===== src/rtl/cmd_ring_pkg.sv =====
package cmd_ring_pkg;

  localparam int MAX_ARGS = 6;
  localparam int CNT_W    = 3;

  localparam logic [1:0] OP_UPDATE = 2'd1;
  localparam logic [1:0] OP_FILL   = 2'd2;
  localparam logic [1:0] OP_COPY   = 2'd3;

  typedef enum logic [1:0] {
    ADDR_HDR,
    ADDR_RING,
    ADDR_STOP
  } addrSel_e;

  typedef struct packed {
    logic     memReq;
    logic     memWe;
    addrSel_e addrSel;
    logic     capHdr;
    logic     capOp;
    logic     capArg;
    logic     advPos;
  } ctrlStrobe_t;

  function automatic logic [CNT_W-1:0] argsFor(input logic [1:0] op);
    case (op)
      OP_UPDATE: argsFor = 3'd4;
      OP_FILL:   argsFor = 3'd5;
      OP_COPY:   argsFor = 3'd6;
      default:   argsFor = 3'd0;
    endcase
  endfunction

endpackage


===== src/rtl/crb_datapath.sv =====
module crb_datapath
  import cmd_ring_pkg::*;
#(
  parameter int AW = 14,
  parameter int DW = 32
) (
  input  logic                   clk,
  input  logic                   rstN,
  input  ctrlStrobe_t            strobe,
  input  logic [1:0]             hdrSel,
  input  logic [DW-1:0]          memRdata,
  output logic [AW-1:0]          memAddr,
  output logic [DW-1:0]          memWdata,
  output logic                   ringEmpty,
  output logic                   opKnown,
  output logic                   lastArg,
  output logic [1:0]             cmdOp,
  output logic [MAX_ARGS*DW-1:0] cmdArgs,
  output logic [CNT_W-1:0]       cmdArgCnt
);

  localparam int POS_W = AW + 2;

  logic [POS_W-1:0] minPos, maxPos, nextPos, rdPos;
  logic [POS_W-1:0] stepPos, posAfter;
  logic [1:0]       opReg;
  logic [CNT_W-1:0] argNeed, argIdx;

  assign stepPos  = rdPos + POS_W'(4);
  assign posAfter = (stepPos == maxPos) ? minPos : stepPos;

  always_ff @(posedge clk or negedge rstN) begin
    if (!rstN) begin
      minPos  <= '0;
      maxPos  <= '0;
      nextPos <= '0;
      rdPos   <= '0;
    end else if (strobe.capHdr) begin
      case (hdrSel)
        2'd0:    minPos  <= memRdata[POS_W-1:0];
        2'd1:    maxPos  <= memRdata[POS_W-1:0];
        2'd2:    nextPos <= memRdata[POS_W-1:0];
        default: rdPos   <= memRdata[POS_W-1:0];
      endcase
    end else if (strobe.advPos) begin
      rdPos <= posAfter;
    end
  end

  always_ff @(posedge clk or negedge rstN) begin
    if (!rstN) begin
      opReg   <= '0;
      argNeed <= '0;
      argIdx  <= '0;
    end else if (strobe.capOp) begin
      opReg   <= memRdata[1:0];
      argNeed <= argsFor(memRdata[1:0]);
      argIdx  <= '0;
    end else if (strobe.capArg) begin
      argIdx  <= argIdx + CNT_W'(1);
    end
  end

  for (genvar i = 0; i < MAX_ARGS; i++) begin : g_arg
    always_ff @(posedge clk or negedge rstN) begin
      if (!rstN)
        cmdArgs[i*DW +: DW] <= '0;
      else if (strobe.capOp)
        cmdArgs[i*DW +: DW] <= '0;
      else if (strobe.capArg && argIdx == CNT_W'(i))
        cmdArgs[i*DW +: DW] <= memRdata;
    end
  end

  always_comb begin
    case (strobe.addrSel)
      ADDR_RING: memAddr = rdPos[POS_W-1:2];
      ADDR_STOP: memAddr = AW'(3);
      default:   memAddr = AW'(hdrSel);
    endcase
  end

  assign memWdata  = DW'(rdPos);
  assign ringEmpty = (rdPos == nextPos);
  assign opKnown   = (memRdata != '0) && (memRdata < DW'(4));
  assign lastArg   = (argIdx == argNeed - CNT_W'(1));
  assign cmdOp     = opReg;
  assign cmdArgCnt = argNeed;

endmodule


===== src/rtl/crb_control.sv =====
module crb_control
  import cmd_ring_pkg::*;
(
  input  logic        clk,
  input  logic        rstN,
  input  logic        ringEmpty,
  input  logic        opKnown,
  input  logic        lastArg,
  input  logic        cmdReady,
  output ctrlStrobe_t strobe,
  output logic [1:0]  hdrSel,
  output logic        cmdValid,
  output logic        errFlag
);

  typedef enum logic [3:0] {
    S_HREQ, S_HCAP, S_CHECK, S_OREQ, S_OCAP,
    S_AREQ, S_ACAP, S_WB, S_SHOW, S_ERR
  } state_e;

  state_e state, stateNxt;

  always_ff @(posedge clk or negedge rstN) begin
    if (!rstN) begin
      state  <= S_HREQ;
      hdrSel <= '0;
    end else begin
      state <= stateNxt;
      if (state == S_HCAP) hdrSel <= hdrSel + 2'd1;
    end
  end

  always_comb begin
    strobe   = '0;
    stateNxt = state;
    case (state)
      S_HREQ: begin
        strobe.memReq = 1'b1;
        stateNxt      = S_HCAP;
      end
      S_HCAP: begin
        strobe.capHdr = 1'b1;
        stateNxt      = (hdrSel == 2'd3) ? S_CHECK : S_HREQ;
      end
      S_CHECK: stateNxt = ringEmpty ? S_HREQ : S_OREQ;
      S_OREQ: begin
        strobe.memReq  = 1'b1;
        strobe.addrSel = ADDR_RING;
        stateNxt       = S_OCAP;
      end
      S_OCAP: begin
        strobe.capOp  = 1'b1;
        strobe.advPos = opKnown;
        stateNxt      = opKnown ? S_AREQ : S_ERR;
      end
      S_AREQ: begin
        strobe.memReq  = 1'b1;
        strobe.addrSel = ADDR_RING;
        stateNxt       = S_ACAP;
      end
      S_ACAP: begin
        strobe.capArg = 1'b1;
        strobe.advPos = 1'b1;
        stateNxt      = lastArg ? S_WB : S_AREQ;
      end
      S_WB: begin
        strobe.memReq  = 1'b1;
        strobe.memWe   = 1'b1;
        strobe.addrSel = ADDR_STOP;
        stateNxt       = S_SHOW;
      end
      S_SHOW:  if (cmdReady) stateNxt = S_HREQ;
      default: stateNxt = S_ERR;
    endcase
  end

  assign cmdValid = (state == S_SHOW);
  assign errFlag  = (state == S_ERR);

endmodule


===== src/rtl/cmd_ring_reader.sv =====
module cmd_ring_reader
  import cmd_ring_pkg::*;
#(
  parameter int AW = 14,
  parameter int DW = 32
) (
  input  logic                   clk,
  input  logic                   rstN,
  output logic                   memReq,
  output logic                   memWe,
  output logic [AW-1:0]          memAddr,
  output logic [DW-1:0]          memWdata,
  input  logic [DW-1:0]          memRdata,
  output logic                   cmdValid,
  input  logic                   cmdReady,
  output logic [1:0]             cmdOp,
  output logic [MAX_ARGS*DW-1:0] cmdArgs,
  output logic [CNT_W-1:0]       cmdArgCnt,
  output logic                   errFlag
);

  ctrlStrobe_t strobe;
  logic [1:0]  hdrSel;
  logic        ringEmpty, opKnown, lastArg;

  crb_control u_ctrl (
    .clk       (clk),
    .rstN      (rstN),
    .ringEmpty (ringEmpty),
    .opKnown   (opKnown),
    .lastArg   (lastArg),
    .cmdReady  (cmdReady),
    .strobe    (strobe),
    .hdrSel    (hdrSel),
    .cmdValid  (cmdValid),
    .errFlag   (errFlag)
  );

  crb_datapath #(.AW(AW), .DW(DW)) u_dp (
    .clk       (clk),
    .rstN      (rstN),
    .strobe    (strobe),
    .hdrSel    (hdrSel),
    .memRdata  (memRdata),
    .memAddr   (memAddr),
    .memWdata  (memWdata),
    .ringEmpty (ringEmpty),
    .opKnown   (opKnown),
    .lastArg   (lastArg),
    .cmdOp     (cmdOp),
    .cmdArgs   (cmdArgs),
    .cmdArgCnt (cmdArgCnt)
  );

  assign memReq = strobe.memReq;
  assign memWe  = strobe.memWe;

endmodule


===== config.mk =====
export PLATFORM = sky130hd
export DESIGN_NAME = cmd_ring_reader
export DESIGN_NICKNAME = d
export VERILOG_FILES = /design/src/rtl/cmd_ring_pkg.sv /design/src/rtl/crb_datapath.sv /design/src/rtl/crb_control.sv /design/src/rtl/cmd_ring_reader.sv
export SDC_FILE = /design/constraint.sdc
export NUM_CORES = 1
export LEC_CHECK = 0
export ABC_AREA = 1
export BUFFER_PORTS_ARGS = -buffer_cell sky130_fd_sc_hd__buf_2
export CAP_MARGIN = 40
export CORE_ASPECT_RATIO = 0.75
export CORE_MARGIN = 5
export CORE_UTILIZATION = 30
export CTS_CLUSTER_SIZE = 28
export DETAILED_ROUTE_END_ITERATION = 6
export GPL_TIMING_DRIVEN = 0
export HOLD_SLACK_MARGIN = 0.02
export SKIP_CTS_REPAIR_TIMING = 1
export SYNTH_ARGS = -nofsm -noshare
export SYNTH_HDL_FRONTEND = slang
export SYNTH_HIERARCHICAL = 1
export SYNTH_SLANG_ARGS = --single-unit

===== constraint.sdc =====
create_clock -name clk -period 3 [get_ports clk]
set_input_delay 0.3 -clock clk [delete_from_list [all_inputs] [get_ports clk]]
set_output_delay 0.3 -clock clk [all_outputs]
set_load 0.05 [all_outputs]

==> impl_table.tex, run 1 <==
\begin{tabular}{lr}
\hline
Metric & Value \\
\hline
\multicolumn{2}{l}{\textbf{Final layout}} \\
\quad Final cell count without fillers & 2049 \\
\quad Synth-to-Final Area Change & 26.0\% \\
\quad Final \#Nets & roughly 1500 \\
\quad Number of filler instances in the final layout & around 4000 \\
\quad Fraction of layout instances using a drive strength above 1 & approximately two fifths \\
\multicolumn{2}{l}{\textbf{Placement}} \\
\quad Worst Setup Slack post-DPL & -342 ps \\
\quad Routability congestion estimate from global placement & roughly 0.86 \\
\quad Port Buf Inserts & 265 \\
\quad Half-perimeter wire length after detailed placement & 29800 µm \\
\quad Number of instances in the placed design & 1990 \\
\multicolumn{2}{l}{\textbf{Synthesis}} \\
\quad Proportion of netlist area held by the largest area contributor & a little under three fifths \\
\quad Most instantiated library cell after synthesis & sky130\_fd\_sc\_hd\_\_dfrtp\_1 \\
\quad Post-synthesis adder-cell area fraction & around 1.0\% \\
\quad Sequential-to-total area share from yosys stat & approximately 55\% \\
\quad Per-instance average area after synthesis & about 10 µm² \\
\quad Number of different library cells in the post-synthesis netlist & 36 \\
\quad Post-synth design cell area & between 10000 and 15000 µm² \\
\quad Top flip-flop cell by instance count after synthesis & sky130\_fd\_sc\_hd\_\_dfrtp\_1 \\
\quad Most frequent cells after synthesis & sky130\_fd\_sc\_hd\_\_dfrtp\_1 (270), sky130\_fd\_sc\_hd\_\_nand2\_1 (250), sky130\_fd\_sc\_hd\_\_mux2\_2 (192), sky130\_fd\_sc\_hd\_\_inv\_1 (99), sky130\_fd\_sc\_hd\_\_nand3\_1 (78) \\
\quad Mux contribution to synthesized area & about 18\% \\
\quad Synth Area in XOR/XNOR & around 1.4\% \\
\quad Synth top area cells & sky130\_fd\_sc\_hd\_\_dfrtp\_1 (55\%), sky130\_fd\_sc\_hd\_\_mux2\_2 (18\%), sky130\_fd\_sc\_hd\_\_nand2\_1 (7.6\%) \\
\quad Synthesized flop and latch total & between 200 and 300 \\
\quad Synthesized instance count & approximately 1200 \\
\quad Share of async-settable or async-resettable flops after synthesis & between 90\% and 100\% \\
\quad Leading area contributor after synthesis & sky130\_fd\_sc\_hd\_\_dfrtp\_1 \\
\quad Combinational family with the most area after synthesis & multiplexers \\
\quad Simple-gate area share of the yosys netlist & $\sim$15\% \\
\quad Compound-Gate Fraction of Synth Area & under 10\% \\
\quad Yosys synthesis warning count & 6 \\
\quad Number of enable-type register cells in the synthesized netlist & 0 \\
\multicolumn{2}{l}{\textbf{STA}} \\
\quad RSZ-0062 raised after global routing & false \\
\quad Post-layout minimum cycle time & roughly 2800 ps \\
\quad Total of endpoints with negative setup slack in the final report & 0 \\
\quad Period utilization & between 90 and 100\% \\
\quad Fmax & approximately 360 MHz \\
\quad Slew HR & 43.7\% \\
\quad Setup clock skew after layout & between 10 and 15 ps \\
\quad Count of endpoints failing hold in the final timing report & 0 \\
\quad Number of pins with negative max-slew slack in the final report & 0 \\
\quad Worst-margin pin slew & 845 ps \\
\quad Final worst slack & just over 200 ps \\
\multicolumn{2}{l}{\textbf{Routing}} \\
\quad Violation count after the first detailed-route iteration & 760 \\
\quad Via-to-Cell Ratio & around 4.8 \\
\quad Number of DRC violations after detailed routing & 0 \\
\quad Routed metal-1 wirelength & approximately 18000 µm \\
\quad 1st-pass router iterations & 7 \\
\quad Residual antenna-violating net count after detailed routing & 0 \\
\quad Highest metal layer used by the detailed router & met5 \\
\quad Detailed-routed wire length on met3 & $\sim$3300 µm \\
\quad Routed length per placed instance & 19.2 µm \\
\quad Met2 routed wirelength & approximately 17000 µm \\
\quad Overall via count from detail\_route & a little under 10000 \\
\quad Total wirelength of the detailed-routed design & 39400 µm \\
\multicolumn{2}{l}{\textbf{Clock network}} \\
\quad Clock root buffer master & sky130\_fd\_sc\_hd\_\_clkbuf\_16 \\
\quad Clock-pin slew of the registers on the worst-case setup and hold paths & around 60 ps \\
\quad Number of buffers between clock root and the deepest sink & 3 \\
\quad Clock tree from TritonCTS & built \\
\quad Num CTS Buffers & 29 \\
\quad Number of levels in the clock H-tree & 1 \\
\quad Sink count of the clock tree & 270 \\
\quad Worst skew pair latency & around 570 ps \\
\multicolumn{2}{l}{\textbf{Global route}} \\
\quad Maximum number of pins on one net before global-route repair & 117 \\
\quad Total GRT Usage & between 15 and 20\% \\
\quad Number of global-route vias before repair & around 10000 \\
\quad Gr ovfl total & 0 \\
\quad Global-route wire length before repair & 59800 µm \\
\quad Antenna violations before repair & 4 \\
\multicolumn{2}{l}{\textbf{Die}} \\
\quad Die width & about 240 µm \\
\quad Die area & approximately 45000 µm² \\
\quad CORE AREA & slightly above 40000 µm² \\
\quad Die outline height & approximately 190 µm \\
\quad Initial standard-cell utilization of the core & between 30\% and 40\% \\
\quad I/O pin cnt & 282 \\
\quad Total number of placement rows & 64 \\
\multicolumn{2}{l}{\textbf{Run status}} \\
\quad Result of the run & completed \\
\multicolumn{2}{l}{\textbf{Setup path}} \\
\quad Largest stage delay on the critical path & 570 ps \\
\quad Largest fanout on the critical path & 10 \\
\quad CP max stage cell & sky130\_fd\_sc\_hd\_\_buf\_1 \\
\quad Endpoint required time on the critical path & between 3000 and 4000 ps \\
\quad Arrival time at the worst endpoint & around 3300 ps \\
\quad Worst path top cell family by delay & buffers and inverters \\
\quad Critical path startpoint category & flip-flop \\
\quad Cell chain of the critical path & inv\_1 > nand2\_2 > nor3\_1 > inv\_1 > clkbuf\_1 > nand2\_1 > buf\_1 > mux2\_2 \\
\quad Critical path buffers and inverters & 4 \\
\quad Cell mode on critical path & sky130\_fd\_sc\_hd\_\_inv\_1 \\
\quad WS Path Type & reg2reg \\
\quad Endpoint kind of the worst setup timing path & flip-flop \\
\multicolumn{2}{l}{\textbf{Job}} \\
\quad Number of max-capacitance violations reported & 0 \\
\multicolumn{2}{l}{\textbf{Hold path}} \\
\quad Min-delay worst type & in2reg \\
\multicolumn{2}{l}{\textbf{Power and ir drop}} \\
\quad Pwr Total & 0.00777 W \\
\quad Highest ir drop seen on vdd & about 0.42 mV \\
\quad Leakage dissipation & approximately 9 nW \\
\quad Cell area power density & 502 nW/µm² \\
\hline
\end{tabular}
## stage by stage
step	util, %	area (µm²)	setup TNS, ps	hold WS [ps]
finish	38.1	15500	0	36.4
CTS	38.0	15400	-892	-320
global route	38.1	15500	0	43.2
detailed placement	35.5	14400	-3870	295
global placement	35.3	14300	-906020	469
floorplan	-	12300	0	4.41
## flip-flops by register name, summed over array words and instances, names as in the netlist, 3 cells and up
name and cells:
u_dp/maxPos 16, u_dp/nextPos 16, u_dp/argIdx 3, u_dp/minPos 16
u_dp/cmdArgCnt 3, u_dp/cmdArgs 192, u_dp/rdPos 16, u_ctrl/state 4
## worst paths after layout
path / slack (ps) / end / cells past startpoint / startpoint
worst max-delay path: 200 / u_dp/cmdArgs[57] / 8 / u_ctrl/state[3]
worst min-delay path: 40 / u_ctrl/state[3] / 4 / cmdReady
worst max register to register: 200 / u_dp/cmdArgs[57] / 8 / u_ctrl/state[3]
worst min register to register: 490 / u_dp/minPos[11] / 2 / u_dp/minPos[11]
max in group asynchronous: 1710 / u_dp/cmdArgs[174] / 3 / rstN
min in group asynchronous: 280 / u_dp/cmdArgs[125] / 2 / rstN
## placed cells by master (no fill, tap or decap), types with 4 or more instances in the layout
cell,instances
sky130_fd_sc_hd__xnor2_1,15
sky130_fd_sc_hd__buf_1,8
sky130_fd_sc_hd__inv_2,5
sky130_fd_sc_hd__buf_2,273
sky130_fd_sc_hd__nor2_1,59
sky130_fd_sc_hd__clkbuf_2,12
sky130_fd_sc_hd__nand4_1,13
sky130_fd_sc_hd__bufinv_16,5
sky130_fd_sc_hd__clkbuf_8,4
sky130_fd_sc_hd__conb_1,16
sky130_fd_sc_hd__nor4_1,7
sky130_fd_sc_hd__nand2_1,250
sky130_fd_sc_hd__clkinv_2,4
sky130_fd_sc_hd__nand3_1,78
sky130_fd_sc_hd__buf_4,21
sky130_fd_sc_hd__clkbuf_1,24
sky130_fd_sc_hd__o21ai_0,51
sky130_fd_sc_hd__nand2_2,7
sky130_fd_sc_hd__mux2_2,192
sky130_fd_sc_hd__inv_1,99
sky130_fd_sc_hd__dfrtp_1,270
sky130_fd_sc_hd__clkbuf_16,29
sky130_fd_sc_hd__nor2_4,7
sky130_fd_sc_hd__a21oi_1,14
sky130_fd_sc_hd__or2_2,4
sky130_fd_sc_hd__ha_1,9
## final cells by class
class | instances | area [µm²] | area share, %
repair buffers | 272 | 1440 | 9.30
diodes | 3 | 7.51 | 0.0485
flip-flops and latches | 270 | 6760 | 43.7
clock buffers | 39 | 803 | 5.19
plain buffers | 68 | 367 | 2.37
multi-input cells | 750 | 4840 | 31.3
well taps | 528 | 661 | 4.27
clock inverters | 14 | 210 | 1.36
inverters | 105 | 394 | 2.55
## cell families (layout without fill, tap and decap cells)
group / count (synthesis) / in the layout
AND/OR/NAND/NOR: 436 / 436
flip-flops: 270 / 270
multiplexers: 192 / 192
buffers and inverters: 173 / 498
AO/OA/AOI/OAI: 78 / 78
XOR/XNOR: 18 / 18
adder cells (fa/ha/maj): 10 / 10
other: 1 / 19
## power by group
part	leakage [nW]	internal, W	switching, W	total (W)
sequential	3.49	0.00364	0.00000356	0.00365
combinational	4.87	0.0000583	0.000233	0.000291
clock	0.489	0.00231	0.00153	0.00383
## tightest hold or removal path, delay by kind of cell
family | cells | cell delay [ps]
AND/OR/NAND/NOR | 1 | 60
AO/OA/AOI/OAI | 1 | 70
buffers and inverters | 2 | 140
## metal layers
layer | vias up | track usage (%)
met5 | - | 0
met4 | 2 | 3.56
met3 | 61 | 5.32
met2 | 332 | 25.5
met1 | 4869 | 24.2
li1 | 4483 | -
Note: power is estimated with default switching activity, not from simulation.
==> run 2: changes to the inputs <==
Settings changed: BUFFER_PORTS_ARGS -buffer_cell sky130_fd_sc_hd__buf_2 to -buffer_cell sky130_fd_sc_hd__buf_4.
==> run 2 against run 1 <==
Critical path depth unchanged. Die area unchanged. Sequential share of layout area down 1.7 points.
==> impl_table.tex, run 2 (synthesized netlist as in run 1, its figures left out) <==
\begin{tabular}{lr}
\hline
Metric & Value \\
\hline
\multicolumn{2}{l}{\textbf{Global route}} \\
\quad Maximum number of pins on one net before global-route repair & $\sim$120 \\
\quad Total GRT Usage & between 15 and 20\% \\
\quad Global-route wire length before repair & 60800 µm \\
\quad Number of global-route vias before repair & roughly 10000 \\
\quad Gr ovfl total & 0 \\
\quad Antenna violations before repair & 1 \\
\multicolumn{2}{l}{\textbf{Final layout}} \\
\quad Post-route core utilization & 39.6\% \\
\quad Final cell count without fillers & 2046 \\
\quad Largest reg by FF count & u\_dp/cmdArgs \\
\quad Final \#Nets & roughly 1500 \\
\quad Fraction of layout instances using a drive strength above 1 & roughly two fifths \\
\quad Number of filler instances in the final layout & $\sim$4000 \\
\quad Synth-to-Final Area Change & 31.0\% \\
\quad Antenna cells & 0 \\
\quad Commonest non-fill, non-tap cells in the layout & sky130\_fd\_sc\_hd\_\_buf\_4 (285), sky130\_fd\_sc\_hd\_\_dfrtp\_1 (270), sky130\_fd\_sc\_hd\_\_nand2\_1 (250), sky130\_fd\_sc\_hd\_\_mux2\_2 (192), sky130\_fd\_sc\_hd\_\_inv\_1 (99) \\
\quad Flip-flop count of the largest register, all copies and words added & 192 \\
\quad Most common cell after layout, fill and taps aside & sky130\_fd\_sc\_hd\_\_buf\_4 \\
\multicolumn{2}{l}{\textbf{Clock network}} \\
\quad Worst skew pair latency & 560 ps \\
\quad Num CTS Buffers & 29 \\
\quad Number of levels in the clock H-tree & 1 \\
\quad Number of buffers between clock root and the deepest sink & 3 \\
\quad Clock tree from TritonCTS & built \\
\quad Clock root buffer master & sky130\_fd\_sc\_hd\_\_clkbuf\_16 \\
\quad Clock-pin slew of the registers on the worst-case setup and hold paths & approximately 60 ps \\
\quad Sink count of the clock tree & 270 \\
\multicolumn{2}{l}{\textbf{STA}} \\
\quad Worst-margin pin slew & between 700 and 800 ps \\
\quad Number of pins with negative max-slew slack in the final report & 0 \\
\quad Fin Setup TNS & 0 ps \\
\quad Setup clock skew after layout & 12.1 ps \\
\quad RSZ-0062 raised after global routing & false \\
\quad Fmax & between 300 and 400 MHz \\
\quad Count of endpoints failing hold in the final timing report & 0 \\
\quad Slew HR & a little under half \\
\quad Post-layout minimum cycle time & 2850 ps \\
\quad Total of endpoints with negative setup slack in the final report & 0 \\
\quad Period utilization & about 95\% \\
\multicolumn{2}{l}{\textbf{Routing}} \\
\quad Violation count after the first detailed-route iteration & just under 800 \\
\quad Via-to-Cell Ratio & $\sim$4.7 \\
\quad Number of DRC violations after detailed routing & 0 \\
\quad Overall via count from detail\_route & 9710 \\
\quad Residual antenna-violating net count after detailed routing & 0 \\
\quad Total wirelength of the detailed-routed design & around 40000 µm \\
\quad Routed length per placed instance & 19.5 µm \\
\quad 1st-pass router iterations & 5 \\
\multicolumn{2}{l}{\textbf{Setup path}} \\
\quad R2R cell count & 8 \\
\quad Critical path startpoint category & flip-flop \\
\quad Largest fanout on the critical path & 10 \\
\quad Arrival time at the worst endpoint & 3290 ps \\
\quad WS Path Type & reg2reg \\
\quad Endpoint required time on the critical path & between 3000 and 4000 ps \\
\quad Endpoint kind of the worst setup timing path & flip-flop \\
\multicolumn{2}{l}{\textbf{Die}} \\
\quad Die outline height & between 150 and 200 µm \\
\quad CORE AREA & 40600 µm² \\
\quad Die width & around 240 µm \\
\quad I/O pin cnt & 282 \\
\quad Total number of placement rows & 64 \\
\quad Die area & about 45000 µm² \\
\quad Initial standard-cell utilization of the core & a little under a third \\
\multicolumn{2}{l}{\textbf{Hold path}} \\
\quad Count of cells along the worst hold path & 3 \\
\quad Min-delay worst type & in2reg \\
\multicolumn{2}{l}{\textbf{Placement}} \\
\quad Number of instances in the placed design & $\sim$2000 \\
\quad Port Buf Inserts & between 200 and 300 \\
\quad Routability congestion estimate from global placement & between 0.8 and 0.9 \\
\quad Half-perimeter wire length after detailed placement & 30500 µm \\
\multicolumn{2}{l}{\textbf{Power and ir drop}} \\
\quad Pwr Total & around 0.0076 W \\
\quad Leakage dissipation & roughly 8.8 nW \\
\quad Cell area power density & 475 nW/µm² \\
\quad Highest ir drop seen on vdd & approximately 0.38 mV \\
\multicolumn{2}{l}{\textbf{Job}} \\
\quad Number of max-capacitance violations reported & 0 \\
\multicolumn{2}{l}{\textbf{Run status}} \\
\quad Result of the run & completed \\
\hline
\end{tabular}
-- run 2: metal layers --
layer	share of wire [%]	track usage (%)	vias up
met3	7.7	5.58	59
met1	46	23.8	4897
met2	44	26.6	266
met4	2.3	3.70	2
met5	0.018	0	-
li1	-	-	4486
-- run 2: path summary, 6_finish.rpt --
path                                       from                 to  slack, ps
worst max-delay path            u_ctrl/state[3]   u_dp/cmdArgs[98]        150
worst min-delay path                memRdata[0]      u_dp/cmdOp[0]         40
worst max register to register  u_ctrl/state[3]   u_dp/cmdArgs[98]        150
worst min register to register  u_dp/minPos[13]    u_dp/minPos[13]        500
max in group asynchronous                  rstN  u_dp/cmdArgs[109]       1850
min in group asynchronous                  rstN  u_dp/cmdArgs[122]        220
-- run 2: critical path, cell delays in order (launching register included) --
cell and delay (ps):
sky130_fd_sc_hd__dfrtp_1 410, sky130_fd_sc_hd__inv_1 180, sky130_fd_sc_hd__nand2_2 110, sky130_fd_sc_hd__nor3_1 290
sky130_fd_sc_hd__inv_1 110, sky130_fd_sc_hd__clkbuf_1 270, sky130_fd_sc_hd__nand2_1 380, sky130_fd_sc_hd__buf_1 580
sky130_fd_sc_hd__mux2_2 410
-- run 2: stage by stage --
step           hold slack (ps)  instance area, µm²  setup WS, ps
6_report                  39.9               16100           148
5_1_grt                   53.2               16100          5.65
4_1_cts                   -387               16000         -28.7
3_5_place_dp               214               15100          -301
3_3_place_gp               470               15000          -690
2_1_floorplan             4.41               12300           659
-- run 2: where the power goes --
group / switching [W] / internal [W]
Sequential: 0.00000380 / 0.00364
Combinational: 0.000234 / 0.0000725
Clock: 0.00155 / 0.00213
-- run 2: final cells by class --
cell class | instances | area, µm² | area share (%)
timing repair buffer | 271 | 2090 | 13.0
multi-input combinational | 750 | 4840 | 30.1
buffer | 68 | 367 | 2.28
tap | 528 | 661 | 4.11
clock inverter | 14 | 173 | 1.07
sequential | 270 | 6760 | 42.0
inverter | 105 | 394 | 2.45
clock buffer | 40 | 797 | 4.96
==> run 3: changes to the inputs <==
Clock period 3 ns to 3.4 ns, I/O delays scaled along.
==> run 3 against run 2 <==
Sequential power is 12% lower. Non-clock buffer count shrank 1. Cell count about the same. First-iteration DRC count shrank 11%. Die area unchanged. Power is 12% lower. Worst hold slack got worse by 31 ps. Clock skew up 1.1 ps. Critical path type is now reg2out. Final area decreased by 0.21%.
==> impl_table.tex, run 3 (synthesized netlist as in run 1, its figures left out) <==
\begin{tabular}{lr}
\hline
Metric & Value \\
\hline
\multicolumn{2}{l}{\textbf{Run status}} \\
\quad Result of the run & completed \\
\multicolumn{2}{l}{\textbf{Placement}} \\
\quad Routability congestion estimate from global placement & approximately 0.86 \\
\quad Half-perimeter wire length after detailed placement & about 31000 µm \\
\quad Number of instances in the placed design & 1990 \\
\quad Placement-stage cell area & between 15000 and 20000 µm² \\
\quad Port Buf Inserts & about 270 \\
\multicolumn{2}{l}{\textbf{Hold path}} \\
\quad Min-delay worst type & in2reg \\
\multicolumn{2}{l}{\textbf{Setup path}} \\
\quad Critical path startpoint category & flip-flop \\
\quad Cell chain of the critical path & nor2\_2 > nand3\_1 > nand2\_1 > ha\_1 > clkbuf\_1 > nand2\_1 > inv\_1 > buf\_4 \\
\quad Largest stage delay on the critical path & about 470 ps \\
\quad WS Path Type & reg2out \\
\quad Cell mode on critical path & sky130\_fd\_sc\_hd\_\_nand2\_1 \\
\quad Endpoint kind of the worst setup timing path & output pin \\
\quad CP max stage cell & sky130\_fd\_sc\_hd\_\_dfrtp\_1 \\
\quad Largest fanout on the critical path & 10 \\
\quad Endpoint required time on the critical path & approximately 3100 ps \\
\quad Arrival time at the worst endpoint & 2640 ps \\
\multicolumn{2}{l}{\textbf{Clock network}} \\
\quad Sink count of the clock tree & 270 \\
\quad Number of buffers between clock root and the deepest sink & 3 \\
\quad Clock tree from TritonCTS & built \\
\quad Worst skew pair latency & around 560 ps \\
\quad Clock root buffer master & sky130\_fd\_sc\_hd\_\_clkbuf\_16 \\
\quad Clock-pin slew of the registers on the worst-case setup and hold paths & 60 ps \\
\quad Num CTS Buffers & 29 \\
\quad Number of levels in the clock H-tree & 1 \\
\multicolumn{2}{l}{\textbf{STA}} \\
\quad Count of endpoints failing hold in the final timing report & 0 \\
\quad Number of pins with negative max-slew slack in the final report & 0 \\
\quad Period utilization & just under 90\% \\
\quad Slew HR & approximately two fifths \\
\quad Hold Worst Slack & between 8 and 9 ps \\
\quad RSZ-0062 raised after global routing & false \\
\quad Fmax & $\sim$340 MHz \\
\quad Setup clock skew after layout & between 10 and 15 ps \\
\quad Post-layout minimum cycle time & approximately 3000 ps \\
\quad Total of endpoints with negative setup slack in the final report & 0 \\
\quad Worst-margin pin slew & 884 ps \\
\multicolumn{2}{l}{\textbf{Die}} \\
\quad CORE AREA & 40600 µm² \\
\quad Die area & 45100 µm² \\
\quad I/O pin cnt & about 280 \\
\quad Die outline height & $\sim$190 µm \\
\quad Total number of placement rows & 64 \\
\quad Die width & 244 µm \\
\quad Initial standard-cell utilization of the core & 30.2\% \\
\multicolumn{2}{l}{\textbf{Routing}} \\
\quad Violation count after the first detailed-route iteration & a little over 700 \\
\quad Overall via count from detail\_route & 9734 \\
\quad 1st-pass router iterations & 5 \\
\quad Via-to-Cell Ratio & 4.76 \\
\quad Routed length per placed instance & 19.5 µm \\
\quad Highest metal layer used by the detailed router & met5 \\
\quad Routed metal-1 wirelength & 18100 µm \\
\quad Total wirelength of the detailed-routed design & 39900 µm \\
\quad Number of DRC violations after detailed routing & 0 \\
\quad Residual antenna-violating net count after detailed routing & 0 \\
\quad Detailed-routed wire length on met3 & roughly 3100 µm \\
\quad Met2 routed wirelength & between 15000 and 20000 µm \\
\multicolumn{2}{l}{\textbf{Final layout}} \\
\quad Fin area & 16100 µm² \\
\quad Post-route core utilization & 39.5\% \\
\quad Largest reg by FF count & u\_dp/cmdArgs \\
\quad Most common cell after layout, fill and taps aside & sky130\_fd\_sc\_hd\_\_buf\_4 \\
\quad Fraction of layout instances using a drive strength above 1 & a little under two fifths \\
\quad Synth-to-Final Area Change & 30.7\% \\
\quad Antenna cells & 0 \\
\quad Commonest non-fill, non-tap cells in the layout & sky130\_fd\_sc\_hd\_\_buf\_4 (285), sky130\_fd\_sc\_hd\_\_dfrtp\_1 (270), sky130\_fd\_sc\_hd\_\_nand2\_1 (250), sky130\_fd\_sc\_hd\_\_mux2\_2 (192), sky130\_fd\_sc\_hd\_\_inv\_1 (99) \\
\quad Flip-flop count of the largest register, all copies and words added & 192 \\
\quad Final cell count without fillers & 2045 \\
\quad Final \#Nets & 1539 \\
\multicolumn{2}{l}{\textbf{Power and ir drop}} \\
\quad Pwr Total & between 0.006 and 0.007 W \\
\quad Cell area power density & $\sim$420 nW/µm² \\
\quad Leakage dissipation & roughly 8.8 nW \\
\quad Highest ir drop seen on vdd & approximately 0.34 mV \\
\multicolumn{2}{l}{\textbf{Global route}} \\
\quad Global-route wire length before repair & $\sim$61000 µm \\
\quad Gr ovfl total & 0 \\
\quad Number of global-route vias before repair & about 10000 \\
\quad Total GRT Usage & 17.2\% \\
\quad Antenna violations before repair & 1 \\
\quad Maximum number of pins on one net before global-route repair & around 120 \\
\multicolumn{2}{l}{\textbf{Job}} \\
\quad Number of max-capacitance violations reported & 0 \\
\hline
\end{tabular}
run 3: layout make-up:
class                      count  area (µm²)
fill                        3951       24500
sequential                   270        6760
tap                          528         661
inverter                     105         394
clock buffer                  40         797
multi-input combinational    750        4830
timing repair buffer         270        2080
buffer                        68         352
clock inverter                14         173
run 3: worst max-delay path, delay by kind of cell, from the launching register on:
kind                       cells  cell delay, ps
and+or+nand+nor                4             630
buffers and inverters          3             660
adders and majority gates      1             340
DFF                            1             470
run 3: where the power goes:
| group | total, W | switching [W] | leakage [nW] | internal, W |
|---|---|---|---|---|
| sequential | 0.00322 | 0.00000323 | 3.49 | 0.00322 |
| clock | 0.00325 | 0.00136 | 0.469 | 0.00188 |
| combinational | 0.000268 | 0.000205 | 4.83 | 0.0000630 |
| total | 0.00673 | 0.00157 | 8.79 | 0.00516 |
run 3: worst paths after layout:
check / from / end / slack [ps] / depth (start not counted)
min reg2reg: u_dp/minPos[8] / u_dp/minPos[8] / 490 / 2
max in group asynchronous: rstN / u_dp/cmdArgs[109] / 2200 / 3
min: memRdata[0] / u_dp/cmdArgCnt[0] / 9 / 2
max: u_ctrl/state[2] / memAddr[11] / 420 / 8
max reg2reg: u_ctrl/state[3] / u_dp/cmdArgs[120] / 420 / 8
min in group asynchronous: rstN / u_dp/cmdArgs[122] / 260 / 2
run 3: metrics by stage:
| stage | TNS (ps) | setup WS (ps) |
|---|---|---|
| global placement | -80260 | -330 |
| CTS | 0 | 331 |
| detailed placement | 0 | 59.5 |
| global route | 0 | 112 |
| floorplan | 0 | 1020 |
| finish | 0 | 415 |
run 3: metal layers:
metal / up-vias / track usage (%)
met5: - / 0
met4: 2 / 3.70
met1: 4887 / 23.8
met2: 292 / 26.6
met3: 59 / 5.58
li1: 4494 / -
